**src/rtl/stby_pkg.sv**
```systemverilog
package stby_pkg;
  localparam int LVL_W = 2;
  localparam logic [LVL_W-1:0] LVL_OFF = '1;

  typedef enum logic [1:0] {
    MODE_ACTIVE = 2'b00,
    MODE_SLEEP  = 2'b01,
    MODE_STOP   = 2'b10
  } stby_mode_e;

  // a source can be serviced unless its level is the disabled code
  function automatic logic lvl_live(input logic [LVL_W-1:0] lvl);
    return lvl != LVL_OFF;
  endfunction

  // smaller value is higher priority
  function automatic logic lvl_beats(input logic [LVL_W-1:0] lvl,
                                     input logic [LVL_W-1:0] mask);
    return lvl < mask;
  endfunction

  // stop wins when both bits are set
  function automatic stby_mode_e decode_req(input logic stp, input logic slp);
    if (stp)      return MODE_STOP;
    else if (slp) return MODE_SLEEP;
    else          return MODE_ACTIVE;
  endfunction
endpackage

```
**src/rtl/stby_req_scan.sv**
```systemverilog
module stby_req_scan
  import stby_pkg::*;
#(
  parameter int N_SRC = 4
) (
  input  logic [N_SRC-1:0]       req_flag,
  input  logic [N_SRC*LVL_W-1:0] req_lvl,
  input  logic [LVL_W-1:0]       cpu_mask,
  input  logic                   cpu_ie,
  output logic                   any_live,
  output logic                   any_beat
);
  logic [N_SRC-1:0] live_v;
  logic [N_SRC-1:0] beat_v;

  for (genvar i = 0; i < N_SRC; i++) begin : g_src
    logic [LVL_W-1:0] lvl_i;
    assign lvl_i     = req_lvl[i*LVL_W +: LVL_W];
    assign live_v[i] = req_flag[i] && lvl_live(lvl_i);
    assign beat_v[i] = live_v[i] && lvl_beats(lvl_i, cpu_mask);
  end

  assign any_live = |live_v;
  assign any_beat = cpu_ie && (|beat_v);
endmodule

```
**src/rtl/stby_mode_reg.sv**
```systemverilog
module stby_mode_reg
  import stby_pkg::*;
(
  input  logic       clk,
  input  logic       rst_n,
  input  logic       wr_en,
  input  logic       wr_stop,
  input  logic       wr_sleep,
  input  logic       any_live,
  input  logic       any_beat,
  output stby_mode_e mode_q,
  output logic       take_q,
  output logic       enter_evt,
  output logic       refuse_evt,
  output logic       wake_evt
);
  stby_mode_e mode_d;
  logic       want_lp;

  assign want_lp    = wr_en && (wr_stop || wr_sleep);
  assign enter_evt  = (mode_q == MODE_ACTIVE) && want_lp && !any_live;
  assign refuse_evt = (mode_q == MODE_ACTIVE) && want_lp && any_live;
  assign wake_evt   = (mode_q != MODE_ACTIVE) && any_live;

  always_comb begin
    mode_d = mode_q;
    if (enter_evt)     mode_d = decode_req(wr_stop, wr_sleep);
    else if (wake_evt) mode_d = MODE_ACTIVE;
  end

  always_ff @(posedge clk or negedge rst_n) begin
    if (!rst_n) begin
      mode_q <= MODE_ACTIVE;
      take_q <= 1'b0;
    end else begin
      mode_q <= mode_d;
      take_q <= wake_evt && any_beat;
    end
  end
endmodule

```
**src/rtl/standby_ctrl.sv**
```systemverilog
module standby_ctrl
  import stby_pkg::*;
#(
  parameter int N_SRC     = 4,
  parameter int DATA_W    = 8,
  parameter int STOP_POS  = 7,
  parameter int SLEEP_POS = 6
) (
  input  logic                   clk,
  input  logic                   rst_n,
  input  logic                   wr_en,
  input  logic [DATA_W-1:0]      wr_data,
  output logic [DATA_W-1:0]      rd_data,
  input  logic [N_SRC-1:0]       req_flag,
  input  logic [N_SRC*LVL_W-1:0] req_lvl,
  input  logic [LVL_W-1:0]       cpu_mask,
  input  logic                   cpu_ie,
  output logic [1:0]             mode,
  output logic                   core_clk_en,
  output logic                   periph_clk_en,
  output logic                   take_irq
);
  logic       any_live;
  logic       any_beat;
  logic       enter_evt;
  logic       refuse_evt;
  logic       wake_evt;
  stby_mode_e mode_q;

  stby_req_scan #(.N_SRC(N_SRC)) u_scan (
    .req_flag (req_flag),
    .req_lvl  (req_lvl),
    .cpu_mask (cpu_mask),
    .cpu_ie   (cpu_ie),
    .any_live (any_live),
    .any_beat (any_beat)
  );

  stby_mode_reg u_mode (
    .clk        (clk),
    .rst_n      (rst_n),
    .wr_en      (wr_en),
    .wr_stop    (wr_data[STOP_POS]),
    .wr_sleep   (wr_data[SLEEP_POS]),
    .any_live   (any_live),
    .any_beat   (any_beat),
    .mode_q     (mode_q),
    .take_q     (take_irq),
    .enter_evt  (enter_evt),
    .refuse_evt (refuse_evt),
    .wake_evt   (wake_evt)
  );

  always_comb begin
    rd_data            = '0;
    rd_data[STOP_POS]  = (mode_q == MODE_STOP);
    rd_data[SLEEP_POS] = (mode_q == MODE_SLEEP);
  end

  assign mode          = mode_q;
  assign core_clk_en   = (mode_q == MODE_ACTIVE);
  assign periph_clk_en = (mode_q != MODE_STOP);
endmodule

```
**config.mk**
```make
export PLATFORM = sky130hd
export DESIGN_NAME = standby_ctrl
export DESIGN_NICKNAME = d
export VERILOG_FILES = /design/src/rtl/stby_pkg.sv /design/src/rtl/stby_req_scan.sv /design/src/rtl/stby_mode_reg.sv /design/src/rtl/standby_ctrl.sv
export SDC_FILE = /design/constraint.sdc
export NUM_CORES = 1
export LEC_CHECK = 0
export ABC_AREA = 1
export BUFFER_PORTS_ARGS = -buffer_cell sky130_fd_sc_hd__buf_2
export CORE_AREA = 2 2 39 41
export CTS_BUF_LIST = sky130_fd_sc_hd__clkbuf_2 sky130_fd_sc_hd__clkbuf_4 sky130_fd_sc_hd__clkbuf_8
export DETAILED_ROUTE_END_ITERATION = 8
export DIE_AREA = 0 0 41 43
export PLACE_DENSITY = 0.77
export SETUP_SLACK_MARGIN = 0.02
export SLEW_MARGIN = 5
export SYNTH_ARGS = -nofsm -noshare
export SYNTH_HDL_FRONTEND = slang
export SYNTH_HIERARCHICAL = 1
export SYNTH_SLANG_ARGS = --single-unit
```
**constraint.sdc**
```tcl
create_clock -name clk -period 1.07 [get_ports clk]
set_input_delay 0.0535 -clock clk [delete_from_list [all_inputs] [get_ports clk]]
set_output_delay 0.0535 -clock clk [all_outputs]
set_load 0.01 [all_outputs]
```
== After elaboration in Yosys (flattened, before gate mapping) ==
Cells that the tools add are included.

* Logic and storage cells: 38
* Register bits after elaboration: 3
* Output and inout bits: 13
* Input port bits: 26

* Reduce and logical (&&, ||, !) cells: 21
* Multiplexer cells: 4
* Equality and inequality tests: 7
* $lt $le $gt $ge: 4

{| class="wikitable"
|+ Operator list
! kind !! number
|-
| 1-bit logical AND || 14
|-
| 2-bit != test (second input constant) || 5
|-
| 2-bit < comparator || 4
|-
| 4-bit OR reduction || 2
|-
| 2-bit two-way mux || 3
|-
| 2-bit nonzero test || 2
|-
| 2-bit by 1-bit equality test with 1-bit output (second input constant) || 1
|-
| 2-bit equality test (second input constant) || 1
|-
| 2-bit logical NOT || 1
|-
| 1-bit logical NOT || 1
|-
| 1-bit logical OR || 1
|-
| 1-bit two-way mux || 1
|}

== Longest topological paths before layout ==
Gate-level depths: netlist of run 1.

* Depth after elaboration: 6
* Gate-level depth with buffers: 8
* Depth with buffers taken out: 8

== Modules after synthesis ==
Netlist of run 1, hierarchy kept.

{| class="wikitable"
|+ Modules (own cells, without submodules)
! module !! seq. area each (sq um) !! cells an instance !! area each (sq um) !! times used
|-
| stby_req_scan || 0.0 || 33 || 172.7 || 1
|-
| stby_mode_reg || 75.1 || 20 || 157.7 || 1
|-
| standby_ctrl || 0.0 || 13 || 71.3 || 1
|}

== Least setup slack after synthesis of run 1 ==
OpenSTA, ideal clock, no wires.

* Path type: flip-flop to flip-flop
* From: register u_mode.mode_q[1]
* To: register u_mode.mode_q[0]
* Data required time: 1.005 ns
* Stages on the path, launching flop included: 6
* Path slack: 0.104 ns
* Buffers on the path: 0
* Period minus slack after synthesis: 0.966 ns
* Setup time: 0.065 ns
* Data arrival time: 0.901 ns
* Cell sequence: dfrtp_1 > nor2_2 > nand3_2 > nor2_2 > nand2_1 > nand2_1

* Word-level cells in the longest chain between the ends: 4
* Elaborated cells between the ends (all ways): 7
* Those cells by class: 1 x mux; 6 x reduce/logical

{| class="wikitable"
|+ RTL lines
! element !! line !! text
|-
| from (decl) || stby_mode_reg.sv:11 || <nowiki>output stby_mode_e mode_q,</nowiki>
|-
| from (signal assigned) || stby_mode_reg.sv:36 || <nowiki>mode_q <= mode_d;</nowiki>
|-
| 2-bit logical NOT (*) || stby_mode_reg.sv:21 || <nowiki>assign enter_evt = (mode_q == MODE_ACTIVE) && want_lp && !any_live;</nowiki>
|-
| 1-bit logical AND (*) (2 in a row) || stby_mode_reg.sv:21 ||
|-
| net enter_evt || standby_ctrl.sv:25 || <nowiki>logic enter_evt;</nowiki>
|-
| 2-bit two-way mux or 2-bit nonzero test (tied branches) || - ||
|}

Mark *: on every way through the listed nets, which the timed path passes. The rest lies on a longest branch.
A chain may end at the register's enable or synchronous reset.

== Final worst setup path of run 1 ==
Ends and elaborated chain as after synthesis.

==> results of run 1 <==
## worst paths after layout
check                                   end  slack, ns        startpoint
hold / removal             u_mode/mode_q[0]       0.11        wr_data[7]
max in group asynchronous  u_mode/mode_q[0]       0.80             rst_n
hold reg to reg            u_mode/mode_q[0]       0.56  u_mode/mode_q[0]
min in group asynchronous     u_mode/take_q       0.15             rst_n
setup reg to reg           u_mode/mode_q[0]       0.04  u_mode/mode_q[1]
setup / recovery           u_mode/mode_q[0]       0.04  u_mode/mode_q[1]
## repair_timing
item	CTS	global route
endpoints found under the hold margin	3	0
hold buffers	1	0
buffers inserted	1	0
setup endpoints to repair	1	3
pin swaps	0	1
resized for setup	0	5
## layer usage
layer,up-vias,share of wire,track usage
met4,0,0,0.0600
met2,25,0.53,0.197
met5,-,0,0
met1,202,0.35,0.0799
met3,0,0.12,0.0366
li1,248,-,-
## final cells by class
| type | count | share of cell area |
|---|---|---|
| flip-flops and latches | 3 | 0.131 |
| well taps | 16 | 0.0343 |
| inverters | 12 | 0.0773 |
| multi-input cells | 48 | 0.433 |
| clock buffers | 4 | 0.0515 |
| repair buffers | 29 | 0.273 |
## worst min-delay path, delay by kind of cell
family	cells	cell delay, ns
AND/OR/NAND/NOR	3	0.15
buffers and inverters	1	0.09
## registers in the layout, indices dropped and copies added (netlist names)
register and count:
u_mode/take_q 1, u_mode/mode_q 2
## per-stage QoR
step	hold WS, ns	power (µW)	setup slack (ns)	instance area (µm²)	utilization
2_1_floorplan	-0.242	213	0.143	413	-
3_3_place_gp	-0.153	253	-0.0224	526	0.380
3_5_place_dp	-0.149	258	-0.0762	526	0.380
4_1_cts	0.0971	489	0.0351	573	0.414
5_1_grt	0.106	529	-0.0141	583	0.421
6_report	0.113	480	0.0427	583	0.421
## power by group through the flow
stage / Sequential [µW] / Clock, µW / Combinational (µW)
6_report: 118 / 219 / 144
5_1_grt: 118 / 245 / 167
4_1_cts: 118 / 228 / 144
3_5_place_dp: 119 / 0 / 139
3_3_place_gp: 119 / 0 / 134
2_1_floorplan: 121 / 0 / 92.6
==> run_results.csv, run 1 <==
group,metric,value,unit
floorplan,initial_core_util,0.285,
setup_path,crit_path_end_kind,"flip-flop",
clock_network,root_buffer,"clkbuf_4",
setup_path,crit_fanout,3,
clock_network,cts.clk_slew.worst_paths,0.04,ns
route,remaining_drc_errors,0,
power_and_ir_drop,power_density,824,mW/mm²
power_and_ir_drop,internal_power,347,µW
finish,mostFrequentLayoutCell,"buf_2",
clock_network,h-tree-depth,1,
floorplan,die_width,41,µm
global_routing,grt.total_usage,0.104,
floorplan,boundaryPins,39,
sta,fin_tns_setup,0,ns
route,drt-initial-drc-count,4,
floorplan,die_h,43,µm
power_and_ir_drop,switching_share,0.278,
finish,drive_above_1_share,0.427,
sta,finalCritPeriodShare,0.960,
clock_network,cts.sinks,3,
floorplan,fp.coreArea,0.00138,mm²
floorplan,dieArea,0.00176,mm²
global_routing,grt_overflow_total,0,
route,routed_wl,896,µm
finish,stdcell_count,112,
hold_path,min_path_type,"primary input to flip-flop",
setup_path,required,1.23,ns
finish,diodes,0,
yosys,syn_area,394,µm²
setup_path,crit_family,"simple AND/OR/NAND/NOR gates",
finish,areaGrowthSynthToFinish,47.9,%
power_and_ir_drop,clkPwrFrac,0.455,
placed_design,place_congestion,0.658,
placed_design,hpwl,761,µm
setup_path,path_class,"flip-flop to flip-flop",
clock_network,insertion_delay,0.23,ns
setup_path,crit_chain,"buf_4 > nor2_2 > nand3_2 > nor2_2 > nand2_1 > nand2_1",
hold_path,min_path_cells,4,
sta,setup_viol,0,
power_and_ir_drop,pwr-share-seq,0.245,
global_routing,grt_pass1_vias,399,
route,num_vias,475,
global_routing,grt_max_degree,7,
sta,fmax,973,MHz
clock_network,cts_made_buffers,3,
global_routing,antenna_found_initial,0,
power_and_ir_drop,p_leak,0.000362,µW
route,ant_nets,0,
finish,layout_common_cells,"buf_2 (26), nand2_1 (16), inv_1 (10)",
run_status,outcome,"complete, no violations",
placed_design,place_inst,106,
finish,multi_input_area,253,µm²
setup_path,r2r_cells,6,
setup_path,crit_buf_inv,1,
yosys,syn_avg_cell_area,6.16,µm²
sta,fin_crit,1.03,ns
finish,final_nets,127,
route,first_pass_iters,4,
flow_run,max_cap_viol_count,0,
sta,finalClockSkew,0.000123,ns
setup_path,crit_path_start_kind,"flip-flop",
setup_path,crit_arrival,1.19,ns
placed_design,port_buffers,26,
sta,final_hold_viol_count,0,
setup_path,crit_path_top_delay_cell,"dfrtp_1",
route,avgViaCountPerCell,4.24,
clock_network,clk_path_buf_depth,2,
route,drt-wirelength-per-cell,8.00,µm
sta,slew_violations,0,
setup_path,cp.depth,6,
yosys,ys_warn_count,6,
sta,grt_setup_unrepaired,"true",
global_routing,grt_first_pass_wirelength,1260,µm
power_and_ir_drop,vdd_drop_max,0.210,mV
finish,regArea,76.3,µm²
setup_path,max_stage_delay,0.38,ns
finish,nFillCells,154,
clock_network,cts_tree,"done",
yosys,synthesis.instances,64,
power_and_ir_drop,power_frac_comb,0.299,
floorplan,row_count,14,
power_and_ir_drop,switching_power,134,µW
No activity file was read; power rests on OpenSTA's default activity.
==> run 2, diff against run 1 <==
ABC_CLOCK_PERIOD_IN_PS = 1070   (was not set)
CORE_AREA = 5 5 42 44   (was 2 2 39 41)
DIE_AREA = 0 0 47 49   (was 0 0 41 43)
PLACE_DENSITY = 0.69   (was 0.77)
==> run_results.csv, run 2 (same netlist as run 1, synthesis figures left out) <==
group,metric,value,unit
run_status,outcome,"complete, no violations",
power_and_ir_drop,clkPwrFrac,0.457,
floorplan,fp.coreArea,0.00140,mm²
route,routed_wl,1000,µm
placed_design,port_buffers,26,
finish,final_util,0.423,
floorplan,dieArea,0.00230,mm²
setup_path,crit_chain,"buf_6 > inv_2 > nor2_1 > buf_2",
finish,diodes,0,
route,drt-wirelength-per-cell,8.86,µm
power_and_ir_drop,internal_power,349,µW
setup_path,max_stage_delay,0.36,ns
hold_path,min_path_type,"primary input to flip-flop",
power_and_ir_drop,power_frac_comb,0.300,
clock_network,root_buffer,"clkbuf_4",
sta,grt_setup_unrepaired,"true",
floorplan,boundaryPins,39,
power_and_ir_drop,power_density,821,mW/mm²
clock_network,insertion_delay,0.23,ns
floorplan,die_width,47,µm
flow_run,max_cap_viol_count,0,
power_and_ir_drop,power,487,µW
route,first_pass_iters,4,
sta,final_hold_viol_count,0,
power_and_ir_drop,vdd_drop_max,0.292,mV
finish,final_nets,128,
clock_network,cts_made_buffers,3,
sta,setup_viol,0,
route,wl_met1,384,µm
clock_network,clk_path_buf_depth,2,
power_and_ir_drop,pwr-share-seq,0.243,
finish,top_regs,"u_mode/mode_q: 2 flops, u_mode/take_q: 1 flops",
setup_path,required,1.02,ns
setup_path,crit_path_top_delay_cell,"dfrtp_1",
power_and_ir_drop,switching_share,0.283,
global_routing,grt_overflow_total,0,
route,remaining_drc_errors,0,
sta,finalCritPeriodShare,0.950,
sta,setup_ws,0.0532,ns
finish,areaGrowthSynthToFinish,50.5,%
sta,fin_crit,1.02,ns
floorplan,row_count,14,
sta,slew_violations,0,
route,top_layer,"met3",
power_and_ir_drop,p_leak,0.000368,µW
setup_path,path_class,"flip-flop to output port",
clock_network,cts_tree,"done",
finish,mostFrequentLayoutCell,"buf_2",
global_routing,grt_max_degree,7,
finish,regMostFlops,"u_mode/mode_q",
route,drt-initial-drc-count,4,
route,avgViaCountPerCell,4.10,
power_and_ir_drop,switching_power,138,µW
placed_design,place_congestion,0.727,
setup_path,crit_arrival,0.96,ns
setup_path,crit_fanout,6,
finish,largest_register_ffs,2,
route,wl_met3,165,µm
finish,drive_above_1_share,0.433,
setup_path,crit_path_start_kind,"flip-flop",
sta,finalClockSkew,0.00375,ns
placed_design,place_ws,-0.0442,ns
finish,layout_common_cells,"buf_2 (26), nand2_1 (16), inv_1 (9)",
clock_network,h-tree-depth,1,
global_routing,antenna_found_initial,0,
route,ant_nets,0,
route,wl_met2,451,µm
sta,fmax,984,MHz
route,num_vias,463,
global_routing,grt_pass1_vias,418,
global_routing,grt.total_usage,0.0951,
placed_design,hpwl,868,µm
floorplan,die_h,49,µm
floorplan,initial_core_util,0.281,
setup_path,crit_path_end_kind,"output port",
global_routing,grt_first_pass_wirelength,1610,µm
clock_network,cts.sinks,3,
clock_network,cts.clk_slew.worst_paths,0.04,ns
-- run 2: stage by stage --
stage	setup TNS (ns)	std cells	instance area, µm²	hold WS (ns)
floorplan	0	69	413	-0.242
global placement	-0.0327	106	526	-0.153
detailed placement	-0.0442	106	526	-0.150
CTS	0	112	573	0.107
global route	-0.0177	113	593	0.137
finish	0	113	593	0.102
-- run 2: final timing paths --
kind / startpoint / end / slack, ns / cells after the start
setup / recovery: u_mode/mode_q[1] / rd_data[7] / 0.05 / 4
hold / removal: wr_data[7] / u_mode/mode_q[0] / 0.10 / 4
setup reg to reg: u_mode/mode_q[1] / u_mode/mode_q[0] / 0.09 / 6
hold reg to reg: u_mode/mode_q[0] / u_mode/mode_q[0] / 0.59 / 2
max in group asynchronous: rst_n / u_mode/mode_q[0] / 0.80 / 2
min in group asynchronous: rst_n / u_mode/mode_q[1] / 0.15 / 2
-- run 2: worst max-delay path, delay by kind of cell, from the launching register on --
family | cells | cell delay, ns
buffers and inverters | 3 | 0.29
flip-flops | 1 | 0.36
AND/OR/NAND/NOR | 1 | 0.08
-- run 2: layout make-up --
| class | count | area (µm²) |
|---|---|---|
| Multi-Input combinational cell | 48 | 255 |
| Tap cell | 16 | 20.0 |
| Inverter | 12 | 45.0 |
| Fill cell | 152 | 808 |
| Sequential cell | 3 | 76.3 |
| Clock buffer | 4 | 30.0 |
| Timing Repair Buffer | 30 | 166 |
-- run 2: power by group through the flow --
stage	combinational (µW)	sequential, µW	clock (µW)
after floorplan	92.6	121	0
after global placement	134	119	0
after detailed placement	138	119	0
after CTS	143	118	228
after global routing	169	118	254
final	146	118	223
-- run 2: per-layer routing --
layer | track usage | vias to the layer above
li1 | - | 249
met1 | 0.115 | 189
met2 | 0.136 | 25
met3 | 0.0406 | 0
met4 | 0.0553 | 0
met5 | 0 | -
-- run 2: timing repair --
item	4_1_cts	5_1_grt
hold buffers	1	0
hold endpoints to repair	3	0
setup endpoints to repair	2	5
buffers inserted	1	1
gates resized for setup	0	6
pin swaps	0	4
==> run 3, diff against run 2 <==
REMOVE_ABC_BUFFERS = 1   (was not set)
==> run_results.csv, run 3 (same netlist as run 1, synthesis figures left out) <==
group,metric,value,unit
run_status,outcome,"complete, no violations",
global_routing,grt_first_pass_wirelength,1410,µm
route,drt-wirelength-per-cell,8.97,µm
sta,fmax,987,MHz
finish,diodes,0,
clock_network,clk_path_buf_depth,2,
floorplan,fp.coreArea,0.00140,mm²
clock_network,cts.sinks,3,
global_routing,grt_max_degree,7,
clock_network,post_cts_buffers,0,
setup_path,crit_path_start_kind,"flip-flop",
setup_path,crit_path_end_kind,"output port",
hold_path,min_path_type,"primary input to flip-flop",
power_and_ir_drop,power,478,µW
floorplan,boundaryPins,39,
finish,final_util,0.412,
route,first_pass_iters,1,
setup_path,crit_family,"flip-flops",
floorplan,initial_core_util,0.281,
setup_path,path_class,"flip-flop to output port",
floorplan,row_count,14,
finish,layout_common_cells,"buf_2 (26), nand2_1 (16), inv_1 (10)",
power_and_ir_drop,p_leak,0.000361,µW
sta,fin_tns_setup,0,ns
setup_path,max_stage_delay,0.39,ns
sta,finalClockSkew,0.00128,ns
sta,final_hold_viol_count,0,
setup_path,crit_chain,"buf_6 > nor2_2 > buf_2",
setup_path,crit_buf_inv,2,
flow_run,max_cap_viol_count,0,
power_and_ir_drop,power_density,829,mW/mm²
global_routing,antenna_found_initial,0,
clock_network,cts_tree,"done",
clock_network,h-tree-depth,1,
sta,fin_crit,1.01,ns
finish,largest_register_ffs,2,
clock_network,cts_made_buffers,3,
floorplan,die_h,49,µm
route,drt-initial-drc-count,0,
finish,top_regs,"u_mode/mode_q: 2 flops, u_mode/take_q: 1 flops",
clock_network,root_buffer,"clkbuf_4",
placed_design,port_buffers,26,
sta,grt_setup_unrepaired,"true",
finish,regMostFlops,"u_mode/mode_q",
sta,setup_viol,0,
floorplan,dieArea,0.00230,mm²
route,remaining_drc_errors,0,
power_and_ir_drop,vdd_drop_max,0.303,mV
sta,slew_violations,0,
sta,finalCritPeriodShare,0.947,
placed_design,place_congestion,0.704,
global_routing,grt_overflow_total,0,
finish,mostFrequentLayoutCell,"buf_2",
route,ant_nets,0,
setup_path,crit_fanout,6,
floorplan,die_width,47,µm
finish,areaGrowthSynthToFinish,46.3,%
setup_path,required,1.02,ns
clock_network,insertion_delay,0.23,ns
global_routing,grt_pass1_vias,403,
placed_design,hpwl,887,µm
global_routing,grt.total_usage,0.0818,
finish,final_nets,126,
setup_path,crit_path_top_delay_cell,"dfrtp_1",
finish,drive_above_1_share,0.411,
clock_network,cts.clk_slew.worst_paths,0.03,ns
route,avgViaCountPerCell,4.15,
setup_path,crit_arrival,0.96,ns
route,routed_wl,996,µm
route,num_vias,461,
## run 3: path summary, 6_finish.rpt
| kind | slack [ns] | end | cells after the start | from |
|---|---|---|---|---|
| setup / recovery | 0.06 | rd_data[6] | 3 | u_mode/mode_q[1] |
| hold / removal | 0.10 | u_mode/mode_q[0] | 4 | wr_data[7] |
| setup reg to reg | 0.13 | u_mode/mode_q[1] | 3 | u_mode/mode_q[0] |
| hold reg to reg | 0.58 | u_mode/mode_q[0] | 2 | u_mode/mode_q[0] |
| max in group asynchronous | 0.81 | u_mode/mode_q[1] | 2 | rst_n |
| min in group asynchronous | 0.15 | u_mode/mode_q[0] | 2 | rst_n |
## run 3: report_power, final
group          total [µW]  leakage, µW  switching, µW  internal (µW)
registers             118    0.0000417           1.71            116
clock network         216    0.0000184           51.5            164
logic                 144     0.000301           79.1           65.0
## run 3: stage by stage
step / worst slack (ns) / cell area, µm² / instances / hold WS [ns]
final: 0.0564 / 577 / 111 / 0.103
after global routing: 0.00991 / 577 / 111 / 0.131
after CTS: 0.0208 / 566 / 111 / 0.100
after detailed placement: -0.0852 / 526 / 106 / -0.145
after global placement: -0.0101 / 526 / 106 / -0.151
after floorplan: 0.143 / 368 / 63 / -0.242
## run 3: area by class of cell
type                       count  area [µm²]
timing repair buffer          28         151
tap                           16        20.0
sequential                     3        75.1
fill                         163         825
inverter                      12        45.0
clock buffer                   4        30.0
multi-input combinational     48         255
## run 3: layer usage
metal / wire length [µm] / global-route usage
met5: 0 / 0
met1: 389 / 0.0905
met2: 477 / 0.136
met3: 129 / 0.0221
met4: 0 / 0.0415
## run 3: timing repair
action,CTS,global route
resized for setup,0,4
hold endpoints to repair,3,0
setup endpoints to repair,0,4
hold buffers,1,0
## run 3: worst reg2reg max path: cells and delay by family (launching register included)
family	cells	cell delay (ns)
AO/OA/AOI/OAI	1	0.15
flip-flops	1	0.42
AND/OR/NAND/NOR	2	0.30
